[src/rtl/bilbo_pkg.sv]
package bilbo_pkg;

    localparam int STATE_W = 3;
    // Stages that receive the feedback bit through an internal XOR (stage 0 gets it directly)
    localparam logic [STATE_W-1:0] TAP_MASK = 3'b100;
    localparam logic [STATE_W-1:0] LOCKUP_SEED = 3'b001;

    typedef logic [STATE_W-1:0] state_t;

    typedef enum logic [1:0] {
        MODE_LOAD  = 2'b00,
        MODE_CLEAR = 2'b01,
        MODE_PRPG  = 2'b10,
        MODE_MISR  = 2'b11
    } mode_e;

    typedef struct packed {
        state_t plain;
        logic   is_zero;
    } step_t;

    function automatic state_t galois_step(state_t s);
        logic   fb;
        state_t n;
        fb = s[STATE_W-1];
        n  = {s[STATE_W-2:0], fb};
        return n ^ (TAP_MASK & {STATE_W{fb}});
    endfunction

endpackage

[src/rtl/bilbo_shift_core.sv]
module bilbo_shift_core
    import bilbo_pkg::*;
(
    input  state_t cur,
    output step_t  step
);
    state_t shifted;

    always_comb begin
        shifted = galois_step(cur);
    end

    assign step.plain   = shifted;
    assign step.is_zero = (cur == '0);

endmodule

[src/rtl/bilbo_input_gate.sv]
module bilbo_input_gate
    import bilbo_pkg::*;
#(
    parameter int NUM_INPUTS = 3
) (
    input  state_t resp,
    output state_t gated
);
    for (genvar i = 0; i < STATE_W; i++) begin : g_bit
        if (i < NUM_INPUTS) begin : g_used
            assign gated[i] = resp[i];
        end else begin : g_unused
            assign gated[i] = 1'b0;
        end
    end

endmodule

[src/rtl/bilbo_next_sel.sv]
module bilbo_next_sel
    import bilbo_pkg::*;
(
    input  mode_e  mode,
    input  state_t load_data,
    input  state_t gated,
    input  step_t  step,
    output state_t nxt
);
    always_comb begin
        unique case (mode)
            MODE_LOAD:  nxt = load_data;
            MODE_CLEAR: nxt = '0;
            MODE_PRPG:  nxt = step.is_zero ? LOCKUP_SEED : step.plain;
            MODE_MISR:  nxt = step.plain ^ gated;
            default:    nxt = '0;
        endcase
    end

endmodule

[src/rtl/bilbo_sig_reg.sv]
module bilbo_sig_reg
    import bilbo_pkg::*;
#(
    parameter int NUM_INPUTS = 3
) (
    input  logic       clk,
    input  logic       rst,
    input  logic [1:0] mode,
    input  logic [2:0] resp_in,
    output logic [2:0] state_q
);
    mode_e  mode_s;
    state_t cur_q;
    state_t gated;
    state_t nxt;
    step_t  step;

    assign mode_s = mode_e'(mode);

    bilbo_shift_core u_core (
        .cur  (cur_q),
        .step (step)
    );

    bilbo_input_gate #(
        .NUM_INPUTS (NUM_INPUTS)
    ) u_gate (
        .resp  (resp_in),
        .gated (gated)
    );

    bilbo_next_sel u_sel (
        .mode      (mode_s),
        .load_data (resp_in),
        .gated     (gated),
        .step      (step),
        .nxt       (nxt)
    );

    always_ff @(posedge clk) begin
        if (rst) cur_q <= '0;
        else     cur_q <= nxt;
    end

    assign state_q = cur_q;


    load_take_chk: assert property (@(posedge clk) disable iff (rst)
        (mode == 2'b00) |=> (state_q == $past(resp_in)));


    clear_zero_chk: assert property (@(posedge clk) disable iff (rst)
        (mode == 2'b01) |=> (state_q == 3'b000));


    lockup_escape_chk: assert property (@(posedge clk) disable iff (rst)
        (mode == 2'b10 && state_q == 3'b000) |=> (state_q == 3'b001));


    prpg_nonzero_chk: assert property (@(posedge clk) disable iff (rst)
        (mode == 2'b10) |=> (state_q != 3'b000));


    misr_zero_hold_chk: assert property (@(posedge clk) disable iff (rst)
        (mode == 2'b11 && resp_in == 3'b000 && state_q == 3'b000) |=> (state_q == 3'b000));

endmodule

[config.mk]
export PLATFORM = sky130hd
export DESIGN_NAME = bilbo_sig_reg
export DESIGN_NICKNAME = d
export VERILOG_FILES = /design/src/rtl/bilbo_pkg.sv /design/src/rtl/bilbo_shift_core.sv /design/src/rtl/bilbo_input_gate.sv /design/src/rtl/bilbo_next_sel.sv /design/src/rtl/bilbo_sig_reg.sv
export SDC_FILE = /design/constraint.sdc
export NUM_CORES = 1
export LEC_CHECK = 0
export BUFFER_PORTS_ARGS = -buffer_cell sky130_fd_sc_hd__buf_2
export CORE_AREA = 3 3 40 42
export DETAILED_ROUTE_END_ITERATION = 8
export DIE_AREA = 0 0 43 45
export PLACE_DENSITY = 0.39
export SLEW_MARGIN = 40
export SYNTH_ARGS = -nofsm -noshare
export SYNTH_HDL_FRONTEND = slang
export SYNTH_SLANG_ARGS = --single-unit
export TNS_END_PERCENT = 1
[constraint.sdc]
create_clock -name clk -period 1.1 [get_ports clk]
set_input_delay 0 -clock clk [delete_from_list [all_inputs] [get_ports clk]]
set_output_delay 0 -clock clk [all_outputs]
set_load 0.01 [all_outputs]
==> impl.org, run 1 <==
** Status
- Run status :: complete, no violations

** STA
- Headroom to the max-slew limit came out at 81.5%.
- Setup repair after global routing left no endpoint under its margin.
- Maximum clock frequency :: 988 MHz
- The final-report max-slew violation count came to 0.
- Final period util :: 92.0%
- Shortest clock period the worst path allows after layout :: 1010 ps
- Setup TNS :: 0 ps
- Setup violations remaining at the end of the flow were counted as 0.
- Across the routed clock network, the largest skew measured is 0.288 ps.
- At the pin with the least slew margin, the transition time is 276 ps.
- The number of endpoints with negative hold slack in the final report is 0.

** Finish
- Compared with the post-synthesis result, the final layout area differs by 56.3%.
- The net count of the finished layout is 42.
- The repair_antennas step left the layout with diodes totalling 0.
- Once layout is complete, the utilization of the core stands at 21.6%.
- Max reg flops :: 3
- Fraction of final layout cells with drive strength greater than 1 :: 41.2%
- Filler cell count :: 149

** Clocking
- CTS Root Buffer Type :: sky130_fd_sc_hd__clkbuf_4
- The number of gates resized after CTS was 0.
- Post-CTS timing repair inserted 0 buffers for setup.
- After clock tree synthesis, the clock-pin slew on the worst setup and hold paths is 40 ps.
- Clock network latency to the later pin of the worst-skew pair :: 230 ps
- Hold buffer count at cts :: 1
- The number of clock buffers added by TritonCTS is 3.
- Clock sink count :: 3
- Maximum level of the CTS H-tree :: 1
- Longest Clk Path Bufs :: 2
- TritonCTS clock tree :: built

** Logic synthesis
- Number of flip-flops and latches in the synthesized netlist :: 3
- Yosys printed 0 warnings.
- Leading cell type by number of instances after synthesis :: sky130_fd_sc_hd__dfxtp_1
- Post-Synthesis Mean Instance Area :: 8.88 um2
- Yosys mapped the design onto 14 distinct sky130hd cell types.
- In the synthesized netlist, the number of instances is 20.
- The synthesized design spends more area on one cell type than any other, namely sky130_fd_sc_hd__dfxtp_1.
- Most numerous cell types in the synthesized netlist :: sky130_fd_sc_hd__dfxtp_1 (3), sky130_fd_sc_hd__a21oi_1 (2), sky130_fd_sc_hd__nand2_1 (2), sky130_fd_sc_hd__nor2_1 (2), sky130_fd_sc_hd__xnor2_1 (2)
- In the post-synthesis netlist, the biggest area contributors are sky130_fd_sc_hd__dfxtp_1 (34%), sky130_fd_sc_hd__xnor2_1 (9.9%), sky130_fd_sc_hd__nor4_2 (7.0%), sky130_fd_sc_hd__mux2_2 (6.3%), sky130_fd_sc_hd__a2111oi_1 (5.6%).
- Post-synthesis net count :: 27
- For this run, the leading register cell type out of synthesis is sky130_fd_sc_hd__dfxtp_1.
- Async S/R FF share, synth :: 0%
- Synth top area share :: 33.8%
- The cell area that synthesis handed to floorplanning was 178 um2.
- The synthesized design contains 0 enable-type register cells.
- Proportion of synthesized chip area in sequential cells :: 33.8%

** Worst setup path
- The worst setup path is captured at a flip-flop.
- Maximum fanout count along the critical path :: 4
- The worst setup path is of the flip-flop to flip-flop kind.
- Critical Path Start Type :: flip-flop
- Slack of the worst reg-to-reg path :: 90 ps
- STA puts the critical path data arrival time at 1150 ps.
- Endpoint of the lowest-slack register-to-register path :: state_q[2]$_SDFF_PP0_
- Origin of the critical flop-to-flop path :: state_q[2]$_SDFF_PP0_
- Req. time, crit path :: 1240 ps
- The worst register-to-register path has a depth of 3.

** Pwr
- Clk network pwr share :: 48.3%
- Worst voltage drop across the vdd grid :: 0.776 mV
- Power spread over the standard cell area amounts to 1420 nW/um2.
- Sw Share :: 25.5%
- In this run the static leakage power is 0.000118 uW.
- The internal power of the cells totals 294 uW.
- Portion of total power attributed to sequential cells :: 32.7%
- Summed over all nets, the switching power comes to 101 uW.
- Combinational logic burns 19.1% of the power.

** Routing
- Average wire per standard cell :: 10.0 um
- For this block, the via count after detailed routing is 201.
- Before antenna repair, the detailed router went through 2 iterations.
- For this run, design rule violations remaining after detail routing come to 0.
- In this run the remaining antenna-violating nets after routing total 0.
- Dividing the detail-routed via count by the number of cells gives 4.10.
- In this run, the number of DRC markers left after iteration 0 of detailed routing was 3.
- The routed design has 491 um of wire.

** Placed design
- Final HPWL DP :: 398 um
- Number of buffers added on ports :: 9
- At the end of routability-driven placement, the weighted congestion stood at 0.655.

** Global routing
- Antenna violations before repair :: 0
- First-pass GRT wire length :: 786 um
- Global routing used 5.99% of the available tracks across all layers.
- Via count of the first global-routing pass :: 183
- Global routing finished with a remaining overflow of 0.
- Pin count of the biggest net entering global routing :: 8

** Die
- The initialized floorplan defines 13 standard-cell rows.
- IO Count :: 10
- The die covers 1940 um2.
- Once the floorplan was initialized, standard cells occupied 13.8% of the core.
- Core outline area :: 1280 um2
- Width of the chip :: 43 um
- The die is 45 um tall.

** Worst hold path
- Worst Hold Class :: input port to flip-flop
- The worst hold path begins at mode[0].
- The path with the worst hold slack has its endpoint at state_q[0]$_SDFF_PP0_.
- Instance count along the most critical hold path :: 2

** Run
- Number of max-capacitance violations reported :: 0
-- worst max-delay path by stage --
stage                                from  depth (start not counted)               endpoint
finish              state_q[2]$_SDFF_PP0_                          3  state_q[2]$_SDFF_PP0_
global route        state_q[2]$_SDFF_PP0_                          2  state_q[0]$_SDFF_PP0_
CTS                 state_q[2]$_SDFF_PP0_                          3  state_q[2]$_SDFF_PP0_
detailed placement  state_q[2]$_SDFF_PP0_                          3  state_q[2]$_SDFF_PP0_
global placement    state_q[2]$_SDFF_PP0_                          3  state_q[2]$_SDFF_PP0_
floorplan           state_q[2]$_SDFF_PP0_                          3  state_q[2]$_SDFF_PP0_
-- cell families after synthesis --
logic type	after synthesis	share of synthesized area [%]
flops	3	33.8
xor+xnor	2	9.86
simple gates	9	33.1
buf+inv	1	2.11
mux	1	6.34
compound gates	4	14.8
-- worst max-delay path, stage by stage, from the launching register on --
cell and delay (ps):
sky130_fd_sc_hd__dfxtp_1 390, sky130_fd_sc_hd__xnor2_1 110, sky130_fd_sc_hd__and3_1 180, sky130_fd_sc_hd__nor4_2 240
-- power groups by stage --
| stage | Clock, uW | Combinational [uW] | Sequential, uW |
|---|---|---|---|
| floorplan | 0 | 36.4 | 134 |
| finish | 191 | 75.3 | 129 |
| CTS | 204 | 76.1 | 129 |
| global route | 214 | 82.0 | 131 |
| global placement | 0 | 72.5 | 130 |
| detailed placement | 0 | 73.1 | 131 |
-- layout make-up --
| type | count | area (um2) | share of cell area, % |
|---|---|---|---|
| multi-input combinational | 16 | 114 | 41.0 |
| clock buffer | 4 | 26.3 | 9.46 |
| inverter | 1 | 3.75 | 1.35 |
| tap | 15 | 18.8 | 6.76 |
| timing repair buffer | 10 | 55.1 | 19.8 |
| sequential | 3 | 60.1 | 21.6 |
-- routing by layer --
layer	global-route usage [%]	share of wire, %	up-vias	wire [um]
li1	-	-	103	-
met1	6.97	52	85	253
met2	6.89	31	13	153
met3	6.77	17	0	83
met4	1.81	0	0	0
met5	0	0	-	0
-- stage by stage --
stage	power, uW	area [um2]	hold slack (ps)	std cells	setup WS [ps]
detailed placement	204	241	214	44	75.8
global route	427	278	35.1	49	12.0
global placement	202	241	219	44	113
floorplan	170	178	69.4	20	123
finish	395	278	24.1	49	88.2
CTS	410	278	16.8	49	66.7
-- cell usage in the layout, fill, tap and decap left out --
cell type                       count
sky130_fd_sc_hd__a21oi_1            2
sky130_fd_sc_hd__dfxtp_1            3
sky130_fd_sc_hd__clkbuf_4           3
sky130_fd_sc_hd__nor4_2             1
sky130_fd_sc_hd__and3_1             1
sky130_fd_sc_hd__inv_1              1
sky130_fd_sc_hd__dlygate4sd3_1      1
sky130_fd_sc_hd__buf_2              9
sky130_fd_sc_hd__nand3b_1           1
sky130_fd_sc_hd__xnor2_1            2
sky130_fd_sc_hd__mux2_2             1
sky130_fd_sc_hd__clkbuf_1           1
sky130_fd_sc_hd__nand4b_1           1
sky130_fd_sc_hd__a31oi_1            1
sky130_fd_sc_hd__nor2_1             2
sky130_fd_sc_hd__a2111oi_1          1
sky130_fd_sc_hd__nor4b_1            1
sky130_fd_sc_hd__nand2_1            2
No activity file was read; power rests on OpenSTA's default activity.
==> run 2, diff against run 1 <==
--- a/config.mk
+++ b/config.mk
@@ -9,7 +9,7 @@
 export CORE_AREA = 3 3 40 42
 export DETAILED_ROUTE_END_ITERATION = 8
 export DIE_AREA = 0 0 43 45
-export PLACE_DENSITY = 0.39
+export PLACE_DENSITY = 0.33
 export SLEW_MARGIN = 40
 export SYNTH_ARGS = -nofsm -noshare
 export SYNTH_HDL_FRONTEND = slang
==> impl.org, run 2 (synthesized netlist as in run 1, its figures left out) <==
** Die
- Die height :: 45 um (unchanged)
- The total core area was 1280 um2 (unchanged).
- Starting density of the core :: 13.8% (unchanged)
- The floorplan die area was 1940 um2 (unchanged).
- The row count is 13 (unchanged).
- The top-level port count came to 10 (unchanged).
- Width of the chip :: 43 um (unchanged)

** Clocking
- The TritonCTS buffer count came to 3 (unchanged).
- CTS Root Buffer Type :: sky130_fd_sc_hd__clkbuf_4 (unchanged)
- The H-tree depth came to 1 (unchanged).
- Post-cts resize count :: 0 (unchanged)
- Clock network latency to the later pin of the worst-skew pair :: 230 ps (about the same)
- The TritonCTS clock tree is built (unchanged).
- The maximum number of buffers from clock root to sink is 2 (unchanged).
- Register clock-pin slew on the reported worst setup and hold paths :: 40 ps (about the same)
- The CTS sink count is 3 (unchanged).

** Worst setup path
- Maximum fanout count along the critical path :: 4 (unchanged)
- Data arrival time at the worst-slack endpoint :: 1120 ps (was 1150 ps)
- The class of the most critical setup path is flip-flop to flip-flop (unchanged).
- Slowest library cell on the worst path :: sky130_fd_sc_hd__dfxtp_1 (unchanged)
- The worst endpoint required time came to 1250 ps (was 1240 ps).
- The element type at the critical path end is a flip-flop (unchanged).
- Sequence of cells on the critical path: xnor2_1, and3_1, nor4_2 (unchanged).
- The startpoint class of the critical path was a flip-flop (unchanged).
- Maximum cell stage delay along the critical path :: 390 ps (about the same)

** Run
- Number of max-capacitance violations reported :: 0 (unchanged)

** STA
- Final setup fails :: 0 (unchanged)
- Setup TNS :: 0 ps (unchanged)
- Worst slew margin relative to its limit :: 80.6% (was 81.5%)
- The minimum clock period after layout came to 974 ps (was 1010 ps).
- The highest attainable clock frequency was 1030 MHz (was 988 MHz).
- The final clock skew is 4.02 ps (was 0.288 ps).
- The number of endpoints with negative hold slack in the final report came to 0 (unchanged).
- The final-report max-slew violation count was 0 (unchanged).
- Final period util :: 88.6% (was 92.0%)
- The slew of the pin with the lowest slew margin came to 290 ps (was 276 ps).
- Unrepaired setup endpoints after global routing :: false (unchanged)

** Finish
- The net count reported at finish was 42 (unchanged).
- The diode insertion count for antenna repair came to 0 (unchanged).
- Max reg flops :: 3 (unchanged)
- Area added between synthesis and finish :: 56.3% (unchanged)
- The commonest non-fill, non-tap cell in the layout is sky130_fd_sc_hd__buf_2 (unchanged).
- The fraction of layout cells with a size suffix above 1 is 41.2% (unchanged).
- Commonest cells after routing, fill and taps aside: sky130_fd_sc_hd__buf_2 (9), sky130_fd_sc_hd__clkbuf_4 (3), sky130_fd_sc_hd__dfxtp_1 (3) (unchanged).
- Final cell count without fillers :: 49 (unchanged)

** Pwr
- Total power divided by cell area :: 1430 nW/um2 (was 1420 nW/um2)
- Portion of total power attributed to sequential cells :: 32.5% (was 32.7%)
- Sw Share :: 25.9% (was 25.5%)
- Worst voltage drop across the vdd grid :: 0.304 mV (was 0.776 mV)
- The clock network power share was 48.6% (was 48.3%).
- Int Pwr :: 294 uW (about the same)
- The reported leakage power is 0.000118 uW (unchanged).
- The switching power was 103 uW (was 101 uW).
- The combinational cell fraction of total power was 18.9% (was 19.1%).

** Placed design
- Final Wtd Congestion :: 0.645 (was 0.655)
- Inst Count DP :: 44 (unchanged)
- Number of buffers added on ports :: 9 (unchanged)

** Routing
- The uppermost layer routed was met3 (unchanged).
- The count of antenna-violating nets left after detailed routing came to 0 (unchanged).
- Vias per Instance :: 4.22 (was 4.10)
- Overall via count from detail_route :: 207 (was 201)
- The length of routed met2 wiring is 260 um (was 153 um).
- Routed Wire Length :: 526 um (was 491 um)
- Number of detailed-route iterations in the first pass :: 2 (unchanged)
- The remaining design rule violation count is 0 (unchanged).
- Met3 wire len :: 41 um (was 83 um)
- Drt first-iter violations :: 3 (unchanged)
- The mean routed wirelength per cell is 10.7 um (was 10.0 um).
- The met1 routed wirelength after detailed routing was 224 um (was 253 um).

** Global routing
- First-pass GRT wire length :: 828 um (was 786 um)
- The initial antenna violation count is 0 (unchanged).
- Total global routing track utilization :: 6.32% (was 5.99%)
- The via count of the first global-routing pass was 188 (was 183).
- The pin count of the biggest net entering global routing is 8 (unchanged).
- The aggregate global routing overflow came to 0 (unchanged).

** Status
- Run status: complete, no violations (unchanged).

** Worst hold path
- Worst Hold Class :: input port to flip-flop (unchanged)
run 2: layer usage:
| layer | vias to the layer above | track usage [%] |
|---|---|---|
| li1 | 102 | - |
| met1 | 97 | 7.43 |
| met2 | 8 | 8.38 |
| met3 | 0 | 1.99 |
| met4 | 0 | 7.23 |
| met5 | - | 0 |
run 2: stage by stage:
step                      utilization, %  worst slack, ps  instance area, um2  hold slack (ps)  total power [uW]
after floorplan                        -              123                 178             69.4               170
after global placement              18.8              115                 241              231               203
after detailed placement            18.8              132                 241              225               205
after CTS                           21.6              118                 278             25.5               412
after global routing                21.6             30.8                 278             49.8               426
final                               21.6              126                 278             32.5               397
run 2: path summary, 6_finish.rpt:
kind	startpoint	end	slack, ps	cells past startpoint
worst max-delay path	state_q[2]$_SDFF_PP0_	state_q[2]$_SDFF_PP0_	130	3
worst min-delay path	mode[0]	state_q[0]$_SDFF_PP0_	30	2
worst max register to register	state_q[2]$_SDFF_PP0_	state_q[2]$_SDFF_PP0_	130	3
worst min register to register	state_q[0]$_SDFF_PP0_	state_q[1]$_SDFF_PP0_	550	2
run 2: critical path: cells and delay by family (launching register included):
family           cells  cell delay [ps]
AND/OR/NAND/NOR      2              400
flip-flops           1              390
XOR/XNOR             1              100
run 2: final cells by class:
type                    count  area [um2]
repair buffers             10        55.1
fillers                   148        1010
inverters                   1        3.75
flip-flops and latches      3        60.1
well taps                  15        18.8
multi-input cells          16         114
clock buffers               4        26.3
run 2: power by group through the flow:
stage | combinational, uW | sequential [uW] | clock (uW)
after floorplan | 36.4 | 134 | 0
after global placement | 73.2 | 130 | 0
after detailed placement | 74.1 | 131 | 0
after CTS | 77.2 | 129 | 206
after global routing | 83.7 | 132 | 211
final | 75.2 | 129 | 193
run 2: timing repair:
action                                 4_1_cts  5_1_grt
hold buffers                                 1        0
endpoints found under the hold margin        3        0
buffers inserted                             0        0
==> run 3, diff against run 2 <==
--- a/config.mk
+++ b/config.mk
@@ -5,11 +5,12 @@
 export SDC_FILE = /design/constraint.sdc
 export NUM_CORES = 1
 export LEC_CHECK = 0
-export BUFFER_PORTS_ARGS = -buffer_cell sky130_fd_sc_hd__buf_2
 export CORE_AREA = 3 3 40 42
 export DETAILED_ROUTE_END_ITERATION = 8
 export DIE_AREA = 0 0 43 45
-export PLACE_DENSITY = 0.33
+export DONT_BUFFER_PORTS = 1
+export GPL_ROUTABILITY_DRIVEN = 0
+export PLACE_DENSITY = 0.3
 export SLEW_MARGIN = 40
 export SYNTH_ARGS = -nofsm -noshare
 export SYNTH_HDL_FRONTEND = slang
==> impl.org, run 3 (synthesized netlist as in run 1, its figures left out) <==
** Status
- Run status: complete, no violations (unchanged).

** Clocking
- Longest Clk Path Bufs :: 2 (unchanged)
- The post-CTS resize count came to 0 (unchanged).
- Clock network latency to the later pin of the worst-skew pair :: 230 ps (about the same)
- The clock-pin slew reported for the worst setup and hold paths after clock tree synthesis is 40 ps (about the same).
- The TritonCTS clock tree was built (unchanged).
- CTS Root Buffer Type :: sky130_fd_sc_hd__clkbuf_4 (unchanged)
- Maximum level of the CTS H-tree :: 1 (unchanged)
- Clock sink count :: 3 (unchanged)
- Total clock buffers created by CTS :: 3 (unchanged)

** STA
- The number of failing setup endpoints in the final timing report came to 0 (unchanged).
- Unrepaired setup endpoints after global routing :: false (unchanged)
- Worst slew margin relative to its limit :: 75.1% (was 80.6%)
- Worst hold margin :: 11.6 ps (was 32.5 ps)
- The final total negative setup slack is 0 ps (unchanged).
- Total count of hold-check failures in the final report :: 0 (unchanged)
- Max Slew Vio Count :: 0 (unchanged)
- The slew of the pin with the lowest slew margin is 372 ps (was 290 ps).
- Worst clock skew :: 1.97 ps (was 4.02 ps)
- The share of the clock period used by the worst path after layout was 95.7% (was 88.6%).
- Shortest clock period the worst path allows after layout :: 1050 ps (was 974 ps)
- The highest attainable clock frequency was 950 MHz (was 1030 MHz).

** Worst setup path
- The class of the most critical setup path is flip-flop to flip-flop (unchanged).
- Endpoint class of the critical path :: flip-flop (unchanged)
- The start point of the critical path is state_q[2]$_SDFF_PP0_ (unchanged).
- Req. time, crit path :: 1200 ps (was 1250 ps)
- Data arrival time at the worst-slack endpoint :: 1150 ps (was 1120 ps)
- Sequence of cells on the critical path: xnor2_1, a2111oi_1 (was xnor2_1, and3_1, nor4_2).
- The startpoint class of the critical path is a flip-flop (unchanged).
- WP buf/inv :: 0 (unchanged)
- The slowest cell on the critical path is sky130_fd_sc_hd__a2111oi_1 (was sky130_fd_sc_hd__dfxtp_1).
- Maximum fanout count along the critical path :: 4 (unchanged)
- The gate family responsible for the most delay along the worst path is compound AO/OA/AOI/OAI gates (was simple AND/OR/NAND/NOR gates).
- The reg-to-reg startpoint is state_q[2]$_SDFF_PP0_ (unchanged).
- Maximum cell stage delay along the critical path :: 430 ps (was 390 ps)

** Finish
- Ant diodes :: 0 (unchanged)
- Most common cell after layout, fill and taps aside :: sky130_fd_sc_hd__dlygate4sd3_1 (was sky130_fd_sc_hd__buf_2)
- The fraction of the core area covered by cells at the end of the flow was 22.4% (was 21.6%).
- Final-stage net count :: 39 (was 42)
- The growth of design area from synthesis to finish was 62.0% (was 56.3%).
- Max reg flops :: 3 (unchanged)
- Post-Layout Inst Area :: 288 um2 (was 278 um2)
- The fraction of layout cells with a size suffix above 1 came to 22.6% (was 41.2%).
- Commonest cells after routing, fill and taps aside :: sky130_fd_sc_hd__dlygate4sd3_1 (5), sky130_fd_sc_hd__clkbuf_4 (3), sky130_fd_sc_hd__dfxtp_1 (3) (was sky130_fd_sc_hd__buf_2 (9), sky130_fd_sc_hd__clkbuf_4 (3), sky130_fd_sc_hd__dfxtp_1 (3))

** Routing
- The detail-routed via count per cell is 4.33 (was 4.22).
- Routed Wire Length :: 561 um (was 526 um)
- The count of antenna-violating nets left after detailed routing is 0 (unchanged).
- Number of detailed-route iterations in the first pass :: 1 (was 2)
- The count of routing violations after the opening detailed-route iteration was 0 (was 3).
- Average wire per standard cell :: 12.2 um (was 10.7 um)
- The total via count in the routed design was 199 (was 207).
- DR DRC count :: 0 (unchanged)

** Placed design
- The count of port buffers added during placement was 0 (was 9).
- The area after detailed placement was 211 um2 (was 241 um2).
- The HPWL after detailed placement is 389 um.

** Global routing
- The initial antenna violation count came to 0 (unchanged).
- The met2 track demand over resource in global routing is 9.28% (was 8.38%).
- Pin count of the biggest net entering global routing :: 6 (was 8)
- The first-pass GRT wire length was 938 um (was 828 um).
- Met1 Resource Use GR :: 6.02% (was 7.43%)
- Peak-usage layer in the global routing report :: met2 (unchanged)
- Met3 layer usage reported by global route :: 6.37% (was 1.99%)
- The aggregate global routing overflow was 0 (unchanged).
- The via count of the first global-routing pass was 246 (was 188).
- Total global routing track utilization :: 7.24% (was 6.32%)

** Die
- Number of rows created at floorplan :: 13 (unchanged)
- Total die area :: 1940 um2 (unchanged)
- IO Count :: 10 (unchanged)
- The die outline width is 43 um (unchanged).
- Die height :: 45 um (unchanged)
- The total core area came to 1280 um2 (unchanged).
- Starting density of the core :: 13.8% (unchanged)

** Pwr
- The overall power of the completed layout is 397 uW (about the same).
- Reported leakage power :: 0.000106 uW (was 0.000118 uW)
- The peak ir drop on the vdd network is 0.336 mV (was 0.304 mV).
- The power density normalized to cell area is 1380 nW/um2 (was 1430 nW/um2).

** Worst hold path
- Worst hold path startpoint :: resp_in[2] (was mode[0])
- Worst Hold Class :: input port to flip-flop (unchanged)

** Run
- The reported max-cap violation count was 0 (unchanged).
==> run 3: path summary, 6_finish.rpt <==
check	to	slack (ps)	cells after the start
hold reg to reg	state_q[1]$_SDFF_PP0_	620	2
setup / recovery	state_q[0]$_SDFF_PP0_	50	2
setup reg to reg	state_q[0]$_SDFF_PP0_	50	2
hold / removal	state_q[2]$_SDFF_PP0_	10	2
==> run 3: routing by layer <==
metal,routed length [um],up-vias
li1,-,96
met1,239,93
met2,237,10
met3,84,0
met4,0,0
met5,0,-
==> run 3: power by group <==
| part | internal, uW | switching, uW | leakage, uW |
|---|---|---|---|
| Clock | 136 | 57.2 | 0.0000150 |
| Combinational | 43.0 | 28.3 | 0.0000664 |
| Sequential | 119 | 13.4 | 0.0000249 |
==> run 3: repair_timing <==
| action | CTS | global route |
|---|---|---|
| hold endpoints to repair | 3 | 0 |
| hold buffers | 5 | 0 |
| buffers inserted | 0 | 0 |
==> run 3: area by class of cell <==
cell class / instances / area [um2]
Clock buffer: 4 / 26.3
Timing Repair Buffer: 7 / 65.1
Tap cell: 15 / 18.8
Inverter: 1 / 3.75
Multi-Input combinational cell: 16 / 114
Fill cell: 140 / 997
Sequential cell: 3 / 60.1
==> run 3: per-stage QoR <==
step / std cells / setup WS (ps)
detailed placement: 37 / 68.9
floorplan: 20 / 123
global placement: 37 / 49.4
finish: 46 / 47.7
global route: 46 / 12.8
CTS: 46 / 60.8
